`config.mk`:
```
export PLATFORM = sky130hd
export DESIGN_NAME = pixel_bus_serializer
export DESIGN_NICKNAME = d
export VERILOG_FILES = /design/src/rtl/pixser_pkg.sv /design/src/rtl/pixser_cfgdec.sv /design/src/rtl/pixser_ctrl.sv /design/src/rtl/pixser_dpath.sv /design/src/rtl/pixel_bus_serializer.sv
export SDC_FILE = /design/constraint.sdc
export NUM_CORES = 1
export LEC_CHECK = 0
export ABC_AREA = 1
export BUFFER_PORTS_ARGS = -buffer_cell sky130_fd_sc_hd__buf_2
export CORE_MARGIN = 3
export CORE_UTILIZATION = 35
export CTS_BUF_LIST = sky130_fd_sc_hd__clkbuf_8
export CTS_CLUSTER_SIZE = 28
export DETAILED_ROUTE_END_ITERATION = 8
export HOLD_SLACK_MARGIN = 0.08
export PLACE_DENSITY = 0.51
export SYNTH_ARGS = -nofsm -noshare
export SYNTH_HDL_FRONTEND = slang
export SYNTH_HIERARCHICAL = 1
export SYNTH_SLANG_ARGS = --single-unit
```
`constraint.sdc`:
```
create_clock -name clk -period 4.2 [get_ports clk]
set_clock_uncertainty 0.2 [all_clocks]
set_input_delay 0.84 -clock clk [delete_from_list [all_inputs] [get_ports clk]]
set_output_delay 0.84 -clock clk [all_outputs]
set_load 0.005 [all_outputs]
```
`src/rtl/pixser_pkg.sv`:
```
package pixser_pkg;

  typedef enum logic [1:0] {
    FMT_ONE   = 2'd0,
    FMT_TWO   = 2'd1,
    FMT_THREE = 2'd2,
    FMT_PAIR  = 2'd3
  } fmt_e;

  typedef struct packed {
    logic loadFirst;
    logic loadSecond;
    logic shiftOut;
  } dpCtl_t;

  function automatic logic [4:0] depthBits(input logic [1:0] code);
    case (code)
      2'd0:    return 5'd12;
      2'd1:    return 5'd16;
      2'd2:    return 5'd18;
      default: return 5'd24;
    endcase
  endfunction

  function automatic logic [4:0] laneBits(input logic [1:0] code);
    case (code)
      2'd0:    return 5'd8;
      2'd1:    return 5'd9;
      2'd2:    return 5'd12;
      default: return 5'd16;
    endcase
  endfunction

endpackage

```
`src/rtl/pixser_cfgdec.sv`:
```
module pixser_cfgdec
  import pixser_pkg::*;
(
  input  logic [1:0] depthSel,
  input  logic [1:0] widthSel,
  output logic [4:0] bpp,
  output logic [4:0] lines,
  output fmt_e       fmt,
  output logic       err
);
  logic [6:0] b7, l7;

  always_comb begin
    bpp   = depthBits(depthSel);
    lines = laneBits(widthSel);
    b7    = {2'b00, bpp};
    l7    = {2'b00, lines};
    err   = 1'b0;
    fmt   = FMT_ONE;
    if (b7 == l7)                           fmt = FMT_ONE;
    else if (b7 == (l7 << 1))               fmt = FMT_TWO;
    else if (b7 == 7'(l7 * 7'd3))           fmt = FMT_THREE;
    else if ((b7 << 1) == 7'(l7 * 7'd3))    fmt = FMT_PAIR;
    else                                    err = 1'b1;
  end
endmodule

```
`src/rtl/pixser_ctrl.sv`:
```
module pixser_ctrl
  import pixser_pkg::*;
(
  input  logic   clk,
  input  logic   rst_n,
  input  logic   err,
  input  fmt_e   fmt,
  input  logic   pixValid,
  output logic   pixReady,
  output logic   xferReq,
  input  logic   xferAck,
  output dpCtl_t dpCtl
);
  typedef enum logic {ST_GATHER, ST_EMIT} state_e;

  state_e     state;
  logic       half;
  logic [1:0] cnt;
  logic [1:0] lastCnt;
  logic       accept;
  logic       groupDone;

  always_comb begin
    case (fmt)
      FMT_ONE: lastCnt = 2'd0;
      FMT_TWO: lastCnt = 2'd1;
      default: lastCnt = 2'd2;
    endcase
    pixReady  = !err && (state == ST_GATHER);
    xferReq   = !err && (state == ST_EMIT);
    accept    = pixValid && pixReady;
    groupDone = accept && !((fmt == FMT_PAIR) && !half);
    dpCtl.loadFirst  = accept && !((fmt == FMT_PAIR) && half);
    dpCtl.loadSecond = accept && (fmt == FMT_PAIR) && half;
    dpCtl.shiftOut   = xferReq && xferAck && (cnt != lastCnt);
  end

  always_ff @(posedge clk) begin
    if (!rst_n || err) begin
      state <= ST_GATHER;
      half  <= 1'b0;
      cnt   <= 2'd0;
    end else begin
      case (state)
        ST_GATHER: begin
          if (accept) begin
            if ((fmt == FMT_PAIR) && !half) begin
              half <= 1'b1;
            end else begin
              half  <= 1'b0;
              cnt   <= 2'd0;
              state <= ST_EMIT;
            end
          end
        end
        default: begin
          if (xferAck) begin
            if (cnt == lastCnt) state <= ST_GATHER;
            else                cnt   <= cnt + 2'd1;
          end
        end
      endcase
    end
  end

  // a pending request is not withdrawn
  a_r8_req_hold: assert property (@(posedge clk) disable iff (!rst_n || err)
    (xferReq && !xferAck) |=> xferReq);

  // input closes once a group is complete
  a_r7_ready_closed: assert property (@(posedge clk) disable iff (!rst_n || err)
    groupDone |=> (!pixReady && xferReq));

  // first pixel of a pair starts no transfer
  a_r6_pair_waits: assert property (@(posedge clk) disable iff (!rst_n || err)
    (accept && (fmt == FMT_PAIR) && !half) |=> (pixReady && !xferReq));

  // word counter never passes the group length
  a_r5_count_bound: assert property (@(posedge clk) disable iff (!rst_n || err)
    xferReq |-> (cnt <= lastCnt));
endmodule

```
`src/rtl/pixser_dpath.sv`:
```
module pixser_dpath
  import pixser_pkg::*;
#(
  parameter int PIX_W = 24,
  parameter int BUS_W = 16
) (
  input  logic             clk,
  input  logic             rst_n,
  input  dpCtl_t           dpCtl,
  input  logic [4:0]       bpp,
  input  logic [4:0]       lines,
  input  logic [PIX_W-1:0] pixData,
  output logic [BUS_W-1:0] busWord
);
  localparam int SH_W = 2 * PIX_W;

  logic [SH_W-1:0]  shreg;
  logic [SH_W-1:0]  ext;
  logic [SH_W-1:0]  depthMask;
  logic [7:0]       firstSh, secondSh;
  logic [BUS_W-1:0] topWord;
  logic [7:0]       alignSh;

  always_comb begin
    depthMask = (SH_W'(1) << bpp) - SH_W'(1);
    ext       = SH_W'(pixData) & depthMask;
    firstSh   = 8'(SH_W) - {3'b000, bpp};
    secondSh  = 8'(SH_W) - {2'b00, bpp, 1'b0};
    topWord   = shreg[SH_W-1 -: BUS_W];
    alignSh   = 8'(BUS_W) - {3'b000, lines};
    busWord   = topWord >> alignSh;
  end

  always_ff @(posedge clk) begin
    if (!rst_n) begin
      shreg <= '0;
    end else if (dpCtl.loadFirst) begin
      shreg <= ext << firstSh;
    end else if (dpCtl.loadSecond) begin
      shreg <= shreg | (ext << secondSh);
    end else if (dpCtl.shiftOut) begin
      shreg <= shreg << lines;
    end
  end
endmodule

```
`src/rtl/pixel_bus_serializer.sv`:
```
module pixel_bus_serializer
  import pixser_pkg::*;
#(
  parameter int PIX_W = 24,
  parameter int BUS_W = 16
) (
  input  logic             clk,
  input  logic             rst_n,
  input  logic [1:0]       depthSel,
  input  logic [1:0]       widthSel,
  input  logic             pixValid,
  output logic             pixReady,
  input  logic [PIX_W-1:0] pixData,
  output logic [BUS_W-1:0] busWord,
  output logic             xferReq,
  input  logic             xferAck,
  output logic [1:0]       cycleFmt,
  output logic             cfgErr
);
  logic [4:0] bpp, lines;
  fmt_e       fmt;
  dpCtl_t     dpCtl;

  pixser_cfgdec u_dec (
    .depthSel (depthSel),
    .widthSel (widthSel),
    .bpp      (bpp),
    .lines    (lines),
    .fmt      (fmt),
    .err      (cfgErr)
  );

  pixser_ctrl u_ctrl (
    .clk      (clk),
    .rst_n    (rst_n),
    .err      (cfgErr),
    .fmt      (fmt),
    .pixValid (pixValid),
    .pixReady (pixReady),
    .xferReq  (xferReq),
    .xferAck  (xferAck),
    .dpCtl    (dpCtl)
  );

  pixser_dpath #(.PIX_W(PIX_W), .BUS_W(BUS_W)) u_dpath (
    .clk     (clk),
    .rst_n   (rst_n),
    .dpCtl   (dpCtl),
    .bpp     (bpp),
    .lines   (lines),
    .pixData (pixData),
    .busWord (busWord)
  );

  assign cycleFmt = fmt;

  // an illegal pairing blocks both sides
  a_r9_err_blocks: assert property (@(posedge clk) disable iff (!rst_n)
    cfgErr |-> (!pixReady && !xferReq));

  // the word under a pending request does not move
  a_r8_word_stable: assert property (@(posedge clk) disable iff (!rst_n || cfgErr)
    (xferReq && !xferAck) |=> $stable(busWord));

  // lines beyond the selected width carry zero while requesting
  a_r3_upper_zero: assert property (@(posedge clk) disable iff (!rst_n || cfgErr)
    xferReq |-> ((busWord >> lines) == '0));
endmodule

```
==> impl_results.md <==
* Arr. time, crit path at 2950 ps
* Max-slew headroom at 0.355
* CP max FO at 14
* CP Class: in2out
* Root Driver: clkbuf_8
* Critical path required time at 3160 ps
* Maximum number of pins on one net before global-route repair at between 70 and 80
* Die area at 33200 µm²
* Final worst-path cycle share at 0.950
* N_diodes at 0
* Seq/Total Area, Yosys at 0.0957
* Worst Hold Class: reg2reg
* CP delay by family, top: buffers and inverters
* Syn Inst Count at 2096
* Post-CTS Setup Bufs at 0
* Via-per-instance ratio at 5.72
* PortBufs at 52
* GP Congestion at between 1 and 1.5
* CTS clock-pin slew for the worst setup and hold paths at 100 ps
* H-tree lvl count at 2
* WHS at roughly 300 ps
* Per-cell routed wire length at 20.5 µm
* Tmin final at 3990 ps
* Met3 usage at 0.0696
* Total congestion overflow at 0
* Post-place instance area at 12400 µm²
* TritonCTS Buffers at 5
* Vias in the first global route at 13300
* Power Dens Cells at around 260 nW/µm²
* Finished Core Util at 0.417
* Fin cells at 2575
* Post-DP HPWL at around 42000 µm
* Clock Tree Buf Depth at 2
* VDD IR max at around 0.14 mV
* Layout Cell Area excl Fill at 12500 µm²
* DIE WIDTH at ~180 µm
* Hold-fix buffers, CTS at 0
* RSZ-0062 raised after global routing: no
* Critical Path End Type: primary output
* Starting Density at 0.361
* Area growth, synth to finish at 15.3%
* Global-route wire length before repair at approximately 80000 µm
* Initial antenna violation count at 0
* CP peak stage delay at 410 ps
* FF-to-FF End: u_dpath/shreg[16]$_SDFFE_PN0P_
* Nets@finish at 2230
* Worst Setup Start Kind: input pin
* Number of gates resized after cts at 0
* Die height at 182 µm
* # DRC at 0
* Hold_sp: u_ctrl/half$_SDFFE_PP0P_
* Max Cap Violations at 0
* Placed Cells at 2567
* Worst Tran Pin Value at 967 ps
* Max Freq at 251 MHz
* Clk sinks at 52
* Placeable Area at about 30000 µm²
* Most used routing layer in global routing: met2
* Reg-to-Reg Start: u_dpath/shreg[16]$_SDFFE_PN0P_
* Router iterations before antenna repair at 6
* Synthesis-stage register bit count at 52
* Initial drt markers at 2111
* Outcome: complete, no violations
* Cell Rows at between 60 and 70
* M2 GR Usage at 0.471
* Ratio of cells with drive above 1 in the final layout at 0.161
* CTS tree: done
* Synth cell types at between 50 and 60
* Clock latency on the worst-skew pair at ~360 ps
* Hold path endpoint: u_ctrl/half$_SDFFE_PP0P_
* LEAKAGE at 6.27 nW
* Routed WL at 52900 µm
* Synthesis Warnings at 6
* Hold Fails Final Rpt at 0
* Crit-path cells: buf_2, inv_2, nor2_4, buf_6, clkinv_1, ha_1, inv_1, buf_4, nand3_1, o21ai_0, o21ai_0, o21ai_0, o22ai_1, buf_2
* Post-Synthesis Cell Area at 10900 µm²
* Bufs and invs on worst path at 7
* Final setup violation count at 0
* All-layer global routing usage at 0.308
* Worst hold stages at 2
* Slew Viols, Final at 0
* R2r worst-path depth at 12
* Post-DRT Antenna Nets at 0
* Met1 Resource Use GR at 0.421
* Top cell by count, worst path: o21ai_0
* IO Pins at 53
* Syn avg cell area at 5.19 µm²
* R2R Setup Slk at 1260 ps
* Slowest stage cell, crit path: ha_1
* Total negative slack at 0 ps
* Vias at 14700
[cells in the mapped netlist (all sizes together)]
library cell	instances	area [µm²]
o21a	1	7.51
o211ai	13	103
a21o	2	15.0
a211oi	2	15.0
o21ai	265	1360
a21oi	116	596
ha	14	175
inv	180	681
o31ai	4	35.0
conb	1	3.75
nand2	714	2770
a31oi	16	100
buf	66	375
nand4	37	231
or2	12	75.1
xnor2	2	17.5
clkbuf	70	263
nand3b	5	37.5
dfxtp	52	1040
o311ai	1	8.76
clkinv	9	33.8
o22ai	16	100
a22oi	2	15.0
xor2	3	26.3
nor3	17	85.1
a32o	1	10.0
a221oi	4	35.0
and2	1	6.26
mux2i	44	440
o41ai	1	8.76
a22o	3	26.3
o2111ai	1	8.76
nand3	282	1540
nor2	138	626
and3	1	6.26
[stage by stage]
| stage | total power, mW | worst slack [ps] |
|---|---|---|
| 2_1_floorplan | 2.02 | 97.9 |
| 3_3_place_gp | 2.90 | -22.3 |
| 3_5_place_dp | 2.91 | 6.47 |
| 4_1_cts | 3.25 | 66.0 |
| 5_1_grt | 3.56 | 25.4 |
| 6_report | 3.32 | 211 |
[flip-flops by register name (all words and copies together), names as in the netlist]
signal,flops
u_dpath/shreg,48
u_ctrl/cnt,2
u_ctrl/half,1
u_ctrl/state,1
[layer usage]
metal | up-vias | part of all wire | routed length, µm
li1 | 7135 | - | -
met1 | 6704 | 0.42 | 22400
met2 | 758 | 0.43 | 22800
met3 | 126 | 0.099 | 5230
met4 | 0 | 0.045 | 2400
met5 | - | 0 | 0
[final cells by class]
| class | instances | area (µm²) |
|---|---|---|
| clock buffers | 5 | 68.8 |
| well taps | 390 | 488 |
| inverters | 189 | 714 |
| fillers | 3430 | 17600 |
| multi-input cells | 1720 | 8560 |
| clock inverters | 3 | 20.0 |
| flip-flops and latches | 52 | 1040 |
| repair buffers | 216 | 1650 |
[worst reg2reg max path, cell delays in order (launching register included)]
cell      delay (ps)
dfxtp_1          480
inv_1            110
o21ai_0          380
mux2i_1          140
inv_1            100
nand2_1           50
o21ai_0          170
mux2i_1          190
a221oi_1         560
nand2_1          170
o211ai_1         210
nand2_1           90
inv_1             60
[cell usage in the layout (no fill, tap or decap), types with 44 or more instances in the layout]
master and n:
a21oi_1 111, nand3_1 262, buf_4 150, mux2i_1 44, nand2_1 686, o21ai_0 226, buf_2 52, nor2_1 110
dfxtp_1 52, inv_1 165
[worst max-delay path by stage]
stage,cells after the start,startpoint,endpoint
3_5_place_dp,23,depthSel[0],u_dpath/shreg[18]$_SDFFE_PN0P_
2_1_floorplan,12,widthSel[0],busWord[0]
4_1_cts,17,widthSel[0],busWord[1]
5_1_grt,15,widthSel[1],busWord[1]
6_report,14,widthSel[0],busWord[0]
3_3_place_gp,23,depthSel[0],u_dpath/shreg[18]$_SDFFE_PN0P_
[cells by family after synthesis]
logic type / count (synthesis) / synth area share
flops: 52 / 0.0957
buf+inv: 325 / 0.124
compound gates: 448 / 0.224
xor+xnor: 5 / 0.00403
other cells: 1 / 0.000345
mux: 44 / 0.0405
fa+ha+maj: 14 / 0.0161
simple gates: 1207 / 0.495
[power breakdown]
group / leakage [nW] / switching (mW) / total (mW) / internal (mW)
Sequential: 0.427 / 0.0716 / 0.626 / 0.555
Clock: 0.0455 / 0.219 / 0.336 / 0.117
Combinational: 5.80 / 1.59 / 2.36 / 0.769
(Power assumes the default switching activity.)
